[src/rtl/mfu_pkg.sv]
package mfu_pkg;
  typedef enum logic [1:0] {
    PAIR_UU  = 2'b00,
    PAIR_SS  = 2'b01,
    PAIR_SU  = 2'b10,
    PAIR_RSV = 2'b11
  } pair_e;
endpackage

[src/rtl/mfu_extend.sv]
module mfu_extend #(
  parameter int W = 8
) (
  input  logic [W-1:0]       a,
  input  logic [W-1:0]       b,
  input  mfu_pkg::pair_e     pair,
  output logic signed [W:0]  a_x,
  output logic signed [W:0]  b_x
);
  import mfu_pkg::*;
  logic a_sgn, b_sgn;

  // first operand signed in SS and SU, second only in SS; R12: RSV acts as UU
  always_comb begin
    a_sgn = ((pair == PAIR_SS) || (pair == PAIR_SU)) && a[W-1];
    b_sgn = (pair == PAIR_SS) && b[W-1];
  end

  assign a_x = {a_sgn, a};
  assign b_x = {b_sgn, b};
endmodule

[src/rtl/mfu_flags.sv]
module mfu_flags #(
  parameter int W = 8,
  localparam int PW = 2 * W
) (
  input  logic signed [W:0] a_x,
  input  logic signed [W:0] b_x,
  input  logic              frac,
  output logic [PW-1:0]     result,
  output logic              carry,
  output logic              zero
);
  logic signed [PW-1:0] a_w, b_w, raw;

  assign a_w = {{(W-1){a_x[W]}}, a_x};
  assign b_w = {{(W-1){b_x[W]}}, b_x};
  assign raw = a_w * b_w;

  always_comb begin
    carry  = raw[PW-1];
    result = frac ? {raw[PW-2:0], 1'b0} : raw;
    zero   = (result == '0);
  end
endmodule

[src/rtl/mfu_core.sv]
module mfu_core #(
  parameter int W = 8,
  localparam int PW = 2 * W
) (
  input  logic              clk,
  input  logic              rst_n,
  input  logic              load,
  input  logic signed [W:0] a_x,
  input  logic signed [W:0] b_x,
  input  logic              frac,
  input  logic              take,
  output logic              res_v,
  output logic [PW-1:0]     res,
  output logic              res_c,
  output logic              res_z
);
  logic signed [W:0] a_q, b_q;
  logic              frac_q, s1_v, res_frac;
  logic [PW-1:0]     f_res;
  logic              f_c, f_z;

  mfu_flags #(.W(W)) u_flags (
    .a_x(a_q), .b_x(b_q), .frac(frac_q),
    .result(f_res), .carry(f_c), .zero(f_z)
  );

  always_ff @(posedge clk or negedge rst_n) begin
    if (!rst_n) begin
      a_q <= '0; b_q <= '0; frac_q <= 1'b0; s1_v <= 1'b0;
    end else begin
      s1_v <= load;
      if (load) begin
        a_q <= a_x; b_q <= b_x; frac_q <= frac;
      end
    end
  end

  always_ff @(posedge clk or negedge rst_n) begin
    if (!rst_n) begin
      res_v <= 1'b0; res <= '0; res_c <= 1'b0; res_z <= 1'b0; res_frac <= 1'b0;
    end else if (s1_v) begin
      res_v <= 1'b1; res <= f_res; res_c <= f_c; res_z <= f_z; res_frac <= frac_q;
    end else if (take) begin
      res_v <= 1'b0;
    end
  end

  a_r8_second_edge: assert property (@(posedge clk) disable iff (!rst_n)
    s1_v |=> res_v);
  a_r4_frac_lsb_clear: assert property (@(posedge clk) disable iff (!rst_n)
    (res_v && res_frac) |-> (res[0] == 1'b0));
  a_r5_carry_top_bit: assert property (@(posedge clk) disable iff (!rst_n)
    (res_v && !res_frac) |-> (res_c == res[PW-1]));
  a_r10_hold_on_stall: assert property (@(posedge clk) disable iff (!rst_n)
    (res_v && !take) |=> (res_v && $stable(res) && $stable(res_c) && $stable(res_z)));
endmodule

[src/rtl/mfu_top.sv]
module mfu_top #(
  parameter int W = 8
) (
  input  logic         clk,
  input  logic         rst_n,
  input  logic         in_valid,
  output logic         in_ready,
  input  logic [W-1:0] op_a,
  input  logic [W-1:0] op_b,
  input  logic [2:0]   mode,
  output logic         out_valid,
  input  logic         out_ready,
  output logic [W-1:0] prod_hi,
  output logic [W-1:0] prod_lo,
  output logic         flag_z,
  output logic         flag_c
);
  import mfu_pkg::*;
  localparam int PW = 2 * W;

  logic              busy, accept, take;
  logic signed [W:0] a_x, b_x;
  logic [PW-1:0]     res;
  pair_e             pair;

  assign pair     = pair_e'(mode[1:0]);
  assign in_ready = !busy;
  assign accept   = in_valid && in_ready;
  assign take     = out_valid && out_ready;

  always_ff @(posedge clk or negedge rst_n) begin
    if (!rst_n)      busy <= 1'b0;
    else if (accept) busy <= 1'b1;
    else if (take)   busy <= 1'b0;
  end

  mfu_extend #(.W(W)) u_ext (
    .a(op_a), .b(op_b), .pair(pair), .a_x(a_x), .b_x(b_x)
  );

  mfu_core #(.W(W)) u_core (
    .clk(clk), .rst_n(rst_n), .load(accept), .a_x(a_x), .b_x(b_x),
    .frac(mode[2]), .take(take), .res_v(out_valid), .res(res),
    .res_c(flag_c), .res_z(flag_z)
  );

  assign prod_hi = res[PW-1:W];
  assign prod_lo = res[W-1:0];

  a_r9_blocked_while_pending: assert property (@(posedge clk) disable iff (!rst_n)
    out_valid |-> !in_ready);
  a_r9_accept_blocks: assert property (@(posedge clk) disable iff (!rst_n)
    accept |=> !in_ready);
  a_r6_zero_flag: assert property (@(posedge clk) disable iff (!rst_n)
    (out_valid && flag_z) |-> ({prod_hi, prod_lo} == '0));
endmodule

[config.mk]
export PLATFORM = sky130hd
export DESIGN_NAME = mfu_top
export DESIGN_NICKNAME = d
export VERILOG_FILES = /design/src/rtl/mfu_pkg.sv /design/src/rtl/mfu_extend.sv /design/src/rtl/mfu_flags.sv /design/src/rtl/mfu_core.sv /design/src/rtl/mfu_top.sv
export SDC_FILE = /design/constraint.sdc
export NUM_CORES = 1
export LEC_CHECK = 0
export ABC_CLOCK_PERIOD_IN_PS = 6400
export BUFFER_PORTS_ARGS = -buffer_cell sky130_fd_sc_hd__buf_2
export CAP_MARGIN = 25
export CORE_UTILIZATION = 38
export DETAILED_ROUTE_END_ITERATION = 8
export PLACE_DENSITY = 0.63
export SYNTH_ARGS = -nofsm -noshare
export SYNTH_HDL_FRONTEND = slang
export SYNTH_SLANG_ARGS = --single-unit
[constraint.sdc]
create_clock -name clk -period 6.4 [get_ports clk]
set_input_delay 1.28 -clock clk [delete_from_list [all_inputs] [get_ports clk]]
set_output_delay 1.28 -clock clk [all_outputs]
set_load 0.02 [all_outputs]
Word-level counts from Yosys, hierarchy flattened
Cells that the tools add are included.
Storage, ports and cells
  logic and storage cells: 25
  flip-flop bits (word level): 40
Cells by class
  $mul: 1
  equality and inequality tests: 2
  multiplexer cells: 4
  reduce and logical (&&, ||, !) cells: 9
Operators by type and width (count)
  $logic_not A16 Y1: 1
  $mul A9 B9 Y16: 1
  $mux W16: 1
  $logic_and A1 B1 Y1: 4
  $reduce_bool A2 Y1: 2
  $mux W1: 3
  $eq A2 B1 Y1 const B: 1
  $eq A2 B2 Y1 const B: 1
  $logic_not A1 Y1: 1
  $logic_or A1 B1 Y1: 1

Logic depth before layout (Yosys ltp)
Gate-level depths: netlist of run 1.
  word-level depth: 3
  depth in mapped cells: 19
  depth with buffers taken out: 18

Cells and area by module
Synthesis of run 1 repeated with hierarchy kept, for this count alone.
Second synthesis, totals
  cells, all modules: 469
  area, all modules: 4865.9 um^2
By module, submodules not included
  mfu_flags: sequential area each 0.0 um^2, area an instance 3108.0 um^2, cells an instance 360, times used 1
  mfu_core: sequential area each 975.9 um^2, area an instance 1537.7 um^2, cells an instance 82, times used 1
  mfu_extend: sequential area each 0.0 um^2, area an instance 171.4 um^2, cells an instance 22, times used 1
  mfu_top: sequential area each 25.0 um^2, area an instance 48.8 um^2, cells an instance 5, times used 1

Least setup slack after synthesis of run 1
OpenSTA, ideal clock, no wires.
  kind: register to register
  start point: register u_core.a_q[5]
  end point: register u_core.res_z
  path buffers: 1
  path slack: 1469 ps
  data arrival time: 4863 ps
  cell stages (with the launch flop): 17
  clock period less this slack: 4931 ps
  cell sequence: dfrtp_1 > clkbuf_1 > nand2_1 > fa_1 > fa_1 > inv_1 > fa_1 > fa_1 > fa_1 > ha_1 > o21ai_0 > o21bai_1 > or3_1 > a21oi_2 > xnor2_1 > a2111oi_2 > a32o_1
Between the ends
  cells in the longest elaborated chain, start to end: 3
RTL lines
  start, declared: line mfu_core.sv:17  | logic signed [W:0] a_q, b_q;
  start signal, assigned: line mfu_core.sv:29  | a_q <= '0; b_q <= '0; frac_q <= 1'b0; s1_v <= 1'b0;
  start signal, assigned: line mfu_core.sv:33  | a_q <= a_x; b_q <= b_x; frac_q <= frac;
  $mul A9 B9 Y16: line mfu_flags.sv:16  | assign raw = a_w * b_w;
  $mux W16: line mfu_flags.sv:20  | result = frac ? {raw[PW-2:0], 1'b0} : raw;
  $logic_not A16 Y1: line mfu_flags.sv:21  | zero = (result == '0);
  end signal, assigned: line mfu_core.sv:40  | res_v <= 1'b0; res <= '0; res_c <= 1'b0; res_z <= 1'b0; res_frac <= 1'b0;
  end signal, assigned: line mfu_core.sv:42  | res_v <= 1'b1; res <= f_res; res_c <= f_c; res_z <= f_z; res_frac <= frac_q;
  end, declared: line mfu_core.sv:15  | output logic res_z
Every way passes these cells.
A chain may end at the register's enable or synchronous reset.

Final worst setup path of run 1
  start point: register u_core.b_q[3]
  end point: register u_core.res_z
Between the ends
  cells in the longest elaborated chain, start to end: 3
RTL lines (line)
  start, declared: mfu_core.sv:17
  start signal, assigned: mfu_core.sv:29
  start signal, assigned: mfu_core.sv:33
  $mul A9 B9 Y16: mfu_flags.sv:16
  $mux W16: mfu_flags.sv:20
  $logic_not A16 Y1: mfu_flags.sv:21
Every way passes these cells.

==> results.md, run 1 <==
* CP Max Fanout at 10
* Finish-stage setup viols at 0
* Row count at 38
* Synth Register Bits at 40
* Synth Cell Area at 0.00441 mm2
* Final wirelength at 9060 um
* Commonest non-fill, non-tap cells in the layout: inv_1, fa_1, nand2_1, buf_2, dfrtp_1
* Period Utilization, post-route at 0.811
* Post-Syn Nets at 575
* Fillers at 1060
* Worst Skew at 0.00500 ns
* YS warnings at 0
* Worst setup EP type: flip-flop
* Final worst path period need at 5.19 ns
* Final hold violations at 0
* Max_cap viols at 0
* Share of layout cells above drive strength 1 at 0.154
* CTS Hold Bufs at 0
* Clock latency on the worst-skew pair at 0.28 ns
* Seq/Total Area, Yosys at 0.227
* DP Wirelength at 7390 um
* Post-synth top flop: dfrtp_1
* # DRC at 0
* Worst EP required at 6.62 ns
* Die X at 110 um
* Vias at 3105
* DRT iter0 DRCs at 66
* # IOs at 43
* Avg WL per Cell at 14.6 um
* CORE AREA at 0.0111 mm2
* Area leader, netlist: fa_1
* Async SR Flop Fraction at 1.00
* Die Area at 0.0120 mm2
* Port buffer count at 42
* Gate Count Post-Synth at 455
* GRT Total Usage at 0.168
* Clock Tree Buf Depth at 2
* Area grow syn2layout at 10.7%
* TritonCTS Buffers at 5
* TritonCTS clock tree: done
* Hold/Removal Path Class: reg -> reg
* Rel. slew slack at 0.432
* Vias in the first global route at 3257
* Die Ht at 110 um
* Crit path DAT at 5.41 ns
* PostCTS Resize Cnt at 0
* Antenna violations before repair at 0
* Layout Nets at 601
* Initial Utilization at 0.398
* # diodes at 0
* RSZ-0062 raised after global routing: false
* Top cells by area, synth: fa_1, dfrtp_1, ha_1
* Status: completed
* Post-synth top area share at 0.286
* Clk slew on worst S/H paths at 0.06 ns
* First-pass GRT wire length at 15400 um
* CTS Root Cell: clkbuf_16
* Largest net degree at the start of global routing at 41
* Most common cell after layout, fill and taps aside: inv_1
* Syn Area/Cell at 9.70 um2
* CP Launch Type: flip-flop
* Crit Path Category: reg -> reg
* Setup Buffers After CTS at 0
* Vias per cell at 4.99
* Max-slew violations at 0
* Clk sinks at 40
* Least-Margin Pin Slew at 0.853 ns
* Post-synth EDFFs at 0
* Fmax at 193 MHz
* Synth unique cells at 38
* Gr ovfl total at 0
* Antenna viol nets, final at 0
* TNS Setup at 0 ns
* GPL Wtd Cong at 0.821
* Pre-Repair DR Iteration Count at 4
* H-tree Lvls at 2
[final cells by class]
cell class | instances | area [um2] | share of cell area
Clock inverter | 1 | 8.76 | 0.00179
Inverter | 79 | 297 | 0.0607
Multi-Input combinational cell | 310 | 3020 | 0.618
Tap cell | 140 | 175 | 0.0359
Sequential cell | 40 | 1000 | 0.205
Timing Repair Buffer | 45 | 253 | 0.0517
Clock buffer | 7 | 133 | 0.0272
[cell families (layout without fill, tap and decap cells)]
family,Yosys count,in the layout,synth area share
adders and majority gates,97,97,0.382
muxes,26,26,0.0641
buffers and inverters,105,132,0.0896
DFF,40,40,0.227
xor gates and xnor gates,19,19,0.0377
AOI/OAI and AO/OA,47,47,0.0698
and+or+nand+nor,121,121,0.130
[critical path, stage by stage, from the launching register on]
cell and delay, ns:
dfrtp_1 0.56, nand2_1 0.13, fa_1 0.52, fa_1 0.55, inv_1 0.06, fa_1 0.50, fa_1 0.57, fa_1 0.42
ha_1 0.35, o21ai_0 0.12, o21bai_1 0.11, or3_1 0.34, a21oi_2 0.16, xnor2_1 0.12, a2111oi_2 0.38, a32o_1 0.22
[synthesized netlist by cell type (2+ instances only)]
library cell,instances
a21oi_1,15
xnor2_1,15
nand4_1,2
o21a_1,3
a31oi_1,4
mux2i_1,8
fa_1,63
nand2_1,49
nand3_1,2
and2_1,31
nor2b_1,3
nor2_1,24
clkbuf_1,25
nand2b_1,2
a21o_1,5
o211ai_1,2
xor2_1,4
mux2_2,18
nor4_1,2
inv_1,79
dfrtp_1,40
o21ai_0,8
nor3_1,3
ha_1,34
[final timing paths]
check / startpoint / endpoint / slack [ns] / depth (start not counted)
max in group asynchronous: rst_n / u_core.b_q[2] / 4.95 / 2
worst min-delay path: u_core.res_v / busy / 0.50 / 1
worst max register to register: u_core.b_q[3] / u_core.res_z / 1.21 / 15
worst min register to register: u_core.res_v / busy / 0.50 / 1
min in group asynchronous: rst_n / u_core.res[14] / 0.96 / 1
worst max-delay path: u_core.b_q[3] / u_core.res_z / 1.21 / 15
[stage by stage]
stage	hold WS, ns	setup WS (ns)	instances	cell area [um2]	utilization
detailed placement	0.497	1.23	613	4720	0.426
floorplan	0.472	1.47	455	4410	-
CTS	0.502	1.20	621	4860	0.438
global route	0.518	0.912	622	4880	0.441
global placement	0.477	1.30	613	4720	0.426
finish	0.500	1.21	622	4880	0.441
[sequential cells by signal, summed over array words and instances (netlist names)]
register,flops
u_core.s1_v,1
u_core.res_c,1
busy,1
u_core.a_q,9
u_core.frac_q,1
u_core.res_v,1
u_core.res,16
u_core.b_q,9
u_core.res_z,1
[layer usage]
metal | wire, um | vias to the layer above | global-route usage
li1 | - | 1468 | -
met1 | 4020 | 1564 | 0.213
met2 | 4530 | 62 | 0.292
met3 | 369 | 11 | 0.0326
met4 | 140 | 0 | 0.0419
met5 | 0 | - | 0
Power of run 1 is left out: the tool's default activity adds up to more than one toggle a clock period on the data nets, which glitch-free logic cannot reach.
==> run 2: changes to the inputs <==
--- a/config.mk
+++ b/config.mk
@@ -5,7 +5,7 @@
 export SDC_FILE = /design/constraint.sdc
 export NUM_CORES = 1
 export LEC_CHECK = 0
-export ABC_CLOCK_PERIOD_IN_PS = 6400
+export ABC_CLOCK_PERIOD_IN_PS = 5050
 export BUFFER_PORTS_ARGS = -buffer_cell sky130_fd_sc_hd__buf_2
 export CAP_MARGIN = 25
 export CORE_UTILIZATION = 38
==> constraint.sdc (replaced) <==
create_clock -name clk -period 5.05 [get_ports clk]
set_input_delay 1.01 -clock clk [delete_from_list [all_inputs] [get_ports clk]]
set_output_delay 1.01 -clock clk [all_outputs]
set_load 0.02 [all_outputs]
==> results.md, run 2 (synthesized netlist as in run 1, its figures left out) <==
* Status: completed
* Max-slew violations at 0 (unchanged)
* GRT Total Usage at 0.182 (+0.0140)
* Least-Margin Pin Slew at 0.805 ns (-0.0478 ns)
* Largest net degree at the start of global routing at 41 (unchanged)
* DP Wirelength at 8110 um (+9.7%)
* Clock Tree Buf Depth at 2 (unchanged)
* CORE AREA at 0.0111 mm2 (unchanged)
* Antenna viol nets, final at 0 (unchanged)
* Row count at 38 (unchanged)
* Vias in the first global route at 3354 (+3.0%)
* # DRC at 0 (unchanged)
* TritonCTS Buffers at 5 (unchanged)
* CP Max Fanout at 6 (-4)
* Clk sinks at 40 (unchanged)
* Grt met3 use at 0.0237 (-0.00889)
* Period Utilization, post-route at 0.962 (+0.151)
* Max reg flops at 16 (unchanged)
* Finish-stage setup viols at 0 (unchanged)
* GPL Wtd Cong at 0.873 (+6.2%)
* Fmax at 206 MHz (+6.8%)
* Area grow syn2layout at 16.2%
* H-tree Lvls at 2 (unchanged)
* Met2 usage at 0.304 (+0.0117)
* Most common cell after layout, fill and taps aside: inv_1
* Avg WL per Cell at 15.4 um (+5.7%)
* Placed cells at 631 (+2.9%)
* Final wirelength at 9920 um (+9.5%)
* Met1 GRT Util at 0.250 (+0.0364)
* Vias per cell at 4.93 (-1.3%)
* Rel. slew slack at 0.463 (+0.0319)
* Max_cap viols at 0 (unchanged)
* Crit Path Category: reg -> reg
* Die X at 110 um (unchanged)
* Hold/Removal Path Class: reg -> reg
* CTS Root Cell: clkbuf_16
* Biggest register: u_core.res
* Initial Utilization at 0.398 (unchanged)
* Reg-to-reg slack, setup at 0.19 ns (-1.02 ns)
* Pre-Repair DR Iteration Count at 4 (unchanged)
* CP Launch Type: flip-flop
* # diodes at 0 (unchanged)
* Final Non-Filler Cells at 644 (+3.5%)
* Port buffer count at 42 (unchanged)
* GR peak layer: met2
* Commonest non-fill, non-tap cells in the layout: inv_1, fa_1, nand2_1, buf_2, ha_1
* Gr ovfl total at 0 (unchanged)
* # IOs at 43 (unchanged)
* Top Registers: u_core.res x16, u_core.a_q x9, u_core.b_q x9
* Share of layout cells above drive strength 1 at 0.230 (+0.0766)
* Worst EP required at 5.23 ns (-1.39 ns)
* Worst Skew at 0.00427 ns (-0.000734 ns)
* Place WS at -0.00243 ns (-1.23 ns)
* Clock latency on the worst-skew pair at 0.28 ns (about the same)
* Post-route worst setup slack at 0.191 ns (-1.02 ns)
* Vias at 3174 (+2.2%)
* DRT iter0 DRCs at 98 (+48%)
* Layout Nets at 624 (+3.8%)
* Die Area at 0.0120 mm2 (unchanged)
* Die Ht at 110 um (unchanged)
* Clk slew on worst S/H paths at 0.06 ns (about the same)
* Worst setup EP type: flip-flop
* Crit path DAT at 5.03 ns (-0.38 ns)
* Final worst path period need at 4.86 ns (-0.332 ns)
* Antenna violations before repair at 0 (unchanged)
* Final hold violations at 0 (unchanged)
* TritonCTS clock tree: done
* First-pass GRT wire length at 16400 um (+6.7%)
-- run 2: layout make-up --
class / count / area, um2
fill: 1035 / 5950
multi-input combinational: 310 / 3070
sequential: 40 / 1010
timing repair buffer: 68 / 433
inverter: 79 / 297
tap: 140 / 175
clock buffer: 5 / 125
clock inverter: 2 / 12.5
-- run 2: worst paths after layout --
| check | depth (start not counted) | end | start |
|---|---|---|---|
| min | 1 | busy | u_core.res_v |
| max reg2reg | 19 | u_core.res_z | u_core.b_q[0] |
| max in group asynchronous | 2 | u_core.a_q[5] | rst_n |
| min in group asynchronous | 1 | u_core.res[12] | rst_n |
| min reg2reg | 1 | busy | u_core.res_v |
| max | 19 | u_core.res_z | u_core.b_q[0] |
-- run 2: what timing repair did --
item	4_1_cts	5_1_grt
pin swaps	0	3
gates cloned	0	0
endpoints found under the setup margin	1	6
gates resized for setup	2	17
buffers inserted	0	4
hold buffers	0	0
-- run 2: critical path, stage by stage (launching register included) --
cell and delay, ns:
dfrtp_2 0.43, buf_4 0.17, nand2_1 0.07, fa_1 0.48, inv_1 0.06, fa_1 0.45
ha_1 0.29, inv_1 0.05, fa_1 0.53, inv_1 0.04, ha_1 0.28, ha_1 0.26
fa_2 0.38, a21o_1 0.21, nand4_1 0.13, a31oi_1 0.14, a31oi_1 0.22, xnor2_1 0.13
a21o_1 0.21, a32o_1 0.23
-- run 2: layer usage --
metal	up-vias	part of all wire
met5	-	0
met4	0	0.016
met3	13	0.037
met2	75	0.49
met1	1581	0.45
li1	1505	-
-- run 2: stage by stage --
step           setup TNS (ns)  area, um2  utilization  hold WS, ns
4_1_cts                     0       4990        0.451        0.504
6_report                    0       5120        0.463        0.502
5_1_grt               -0.0121       5120        0.463        0.519
3_3_place_gp                0       4850        0.438        0.474
2_1_floorplan               0       4410            -        0.472
3_5_place_dp         -0.00243       4850        0.438        0.491
Power of run 2 is left out for the same reason.
==> run 3: changes to the inputs <==
--- a/config.mk
+++ b/config.mk
@@ -9,7 +9,9 @@
 export BUFFER_PORTS_ARGS = -buffer_cell sky130_fd_sc_hd__buf_2
 export CAP_MARGIN = 25
 export CORE_UTILIZATION = 38
+export CTS_CLUSTER_SIZE = 20
 export DETAILED_ROUTE_END_ITERATION = 8
+export MAX_ROUTING_LAYER = met4
 export PLACE_DENSITY = 0.63
 export SYNTH_ARGS = -nofsm -noshare
 export SYNTH_HDL_FRONTEND = slang
==> results.md, run 3 (synthesized netlist as in run 1, its figures left out) <==
* Max_cap viols at 0 (unchanged)
* Crit path cell chain: buf_4, nand2_1, fa_1, inv_1, fa_1, ha_1, inv_1, fa_1, inv_1, ha_1, ha_1, fa_2, a21o_1, nand4_1, a31oi_1, a31oi_1, xnor2_1, a21o_1, a32o_1
* # diodes at 0 (unchanged)
* Layout Nets at 624 (unchanged)
* GPL Wtd Cong at 0.887 (+1.6%)
* Clock Tree Buf Depth at 2 (unchanged)
* DRT iter0 DRCs at 106 (+8.2%)
* Pre-Repair DR Iteration Count at 4 (unchanged)
* Crit-path max cell delay at 0.53 ns (about the same)
* Die Ht at 110 um (unchanged)
* Vias at 3174 (unchanged)
* # IOs at 43 (unchanged)
* Rel. slew slack at 0.464 (about the same)
* Commonest non-fill, non-tap cells in the layout: inv_1, fa_1, nand2_1, buf_2, ha_1
* CP Launch Type: flip-flop
* TritonCTS Buffers at 5 (unchanged)
* Share of layout cells above drive strength 1 at 0.230 (unchanged)
* H-tree Lvls at 2 (unchanged)
* Hold/Removal Path Class: reg -> reg
* Clock latency on the worst-skew pair at 0.28 ns (about the same)
* Row count at 38 (unchanged)
* Status: completed
* Gr ovfl total at 0 (unchanged)
* Die X at 110 um (unchanged)
* Area grow syn2layout at 16.2% (unchanged)
* Worst setup EP type: flip-flop
* DP Wirelength at 8110 um (unchanged)
* Final wirelength at 9900 um (-0.24%)
* First-pass GRT wire length at 16400 um (-0.13%)
* GRT Total Usage at 0.187 (+0.00522)
* Vias per cell at 4.93 (unchanged)
* Largest net degree at the start of global routing at 41 (unchanged)
* # DRC at 0 (unchanged)
* Post-Route Utilization at 0.463 (unchanged)
* Antenna viol nets, final at 0 (unchanged)
* Most common cell after layout, fill and taps aside: inv_1
* Max reg flops at 16 (unchanged)
* Worst EP required at 5.22 ns (about the same)
* Slowest cell on the critical path: fa_1
* CORE AREA at 0.0111 mm2 (unchanged)
* CTS Root Cell: clkbuf_16
* Biggest register: u_core.res
* Clk sinks at 40 (unchanged)
* Antenna violations before repair at 0 (unchanged)
* Top Registers: u_core.res x16, u_core.a_q x9, u_core.b_q x9
* TritonCTS clock tree: done
* Worst Skew at 0.00217 ns (-0.00210 ns)
* CP Max Fanout at 6 (unchanged)
* Avg WL per Cell at 15.4 um (-0.24%)
* Crit Path Category: reg -> reg
* Least-Margin Pin Slew at 0.804 ns (-0.000479 ns)
* Crit path DAT at 5.03 ns (about the same)
* Final hold violations at 0 (unchanged)
* Fmax at 206 MHz (about the same)
* Final worst path period need at 4.86 ns (+0.00207 ns)
* Period Utilization, post-route at 0.963 (about the same)
* Max-slew violations at 0 (unchanged)
* Clk slew on worst S/H paths at 0.06 ns (about the same)
* Die Area at 0.0120 mm2 (unchanged)
* Initial Utilization at 0.398 (unchanged)
* Vias in the first global route at 3353 (-0.030%)
* WHS at 0.502 ns (+0.0000350 ns)
* Finish-stage setup viols at 0 (unchanged)
* TNS Setup at 0 ns (unchanged)
* Port buffer count at 42 (unchanged)
-- run 3: cell counts in the layout (fill, tap and decap cells not counted) --
No cell type changed its count.
-- run 3: per-layer routing --
metal,wire [um],track usage
met2,4890,0.304
met5,0,-
met1,4430,0.250
met4,162,0.0448
met3,409,0.0231
-- run 3: repair_timing --
item / in CTS / in global routing
setup buffers: 0 / 4
pin swaps: 0 / 3
hold buffers: 0 / 0
endpoints found under the setup margin: 1 / 6
gates cloned: 0 / 0
gates resized for setup: 2 / 17
-- run 3: through the flow --
stage               instances  cell area [um2]  worst slack, ns
floorplan                 455             4410            0.119
global placement          631             4850           0.0603
detailed placement        631             4850         -0.00243
CTS                       638             4990           0.0146
global route              644             5120          -0.0121
finish                    644             5120            0.188
-- run 3: final cells by class --
class,instances,area [um2]
Sequential cell,40,1010
Inverter,79,297
Clock inverter,2,12.5
Timing Repair Buffer,68,433
Multi-Input combinational cell,310,3070
Tap cell,140,175
Clock buffer,5,125
Fill cell,1035,5950
-- run 3: final timing paths --
| path | startpoint | to | slack (ns) | cells after the start |
|---|---|---|---|---|
| worst min-delay path | u_core.res_v | busy | 0.50 | 1 |
| max in group asynchronous | rst_n | u_core.a_q[5] | 3.86 | 2 |
| worst max register to register | u_core.b_q[0] | u_core.res_z | 0.19 | 19 |
| worst min register to register | u_core.res_v | busy | 0.50 | 1 |
| worst max-delay path | u_core.b_q[0] | u_core.res_z | 0.19 | 19 |
| min in group asynchronous | rst_n | u_core.res[12] | 0.69 | 1 |
-- run 3: critical path, delay by kind of cell, from the launching register on --
family	cells	cell delay [ns]
xor gates and xnor gates	1	0.13
AOI/OAI and AO/OA	5	1.01
adders and majority gates	7	2.67
and+or+nand+nor	2	0.20
DFF	1	0.43
buffers and inverters	4	0.32
Power of run 3 is left out for the same reason.
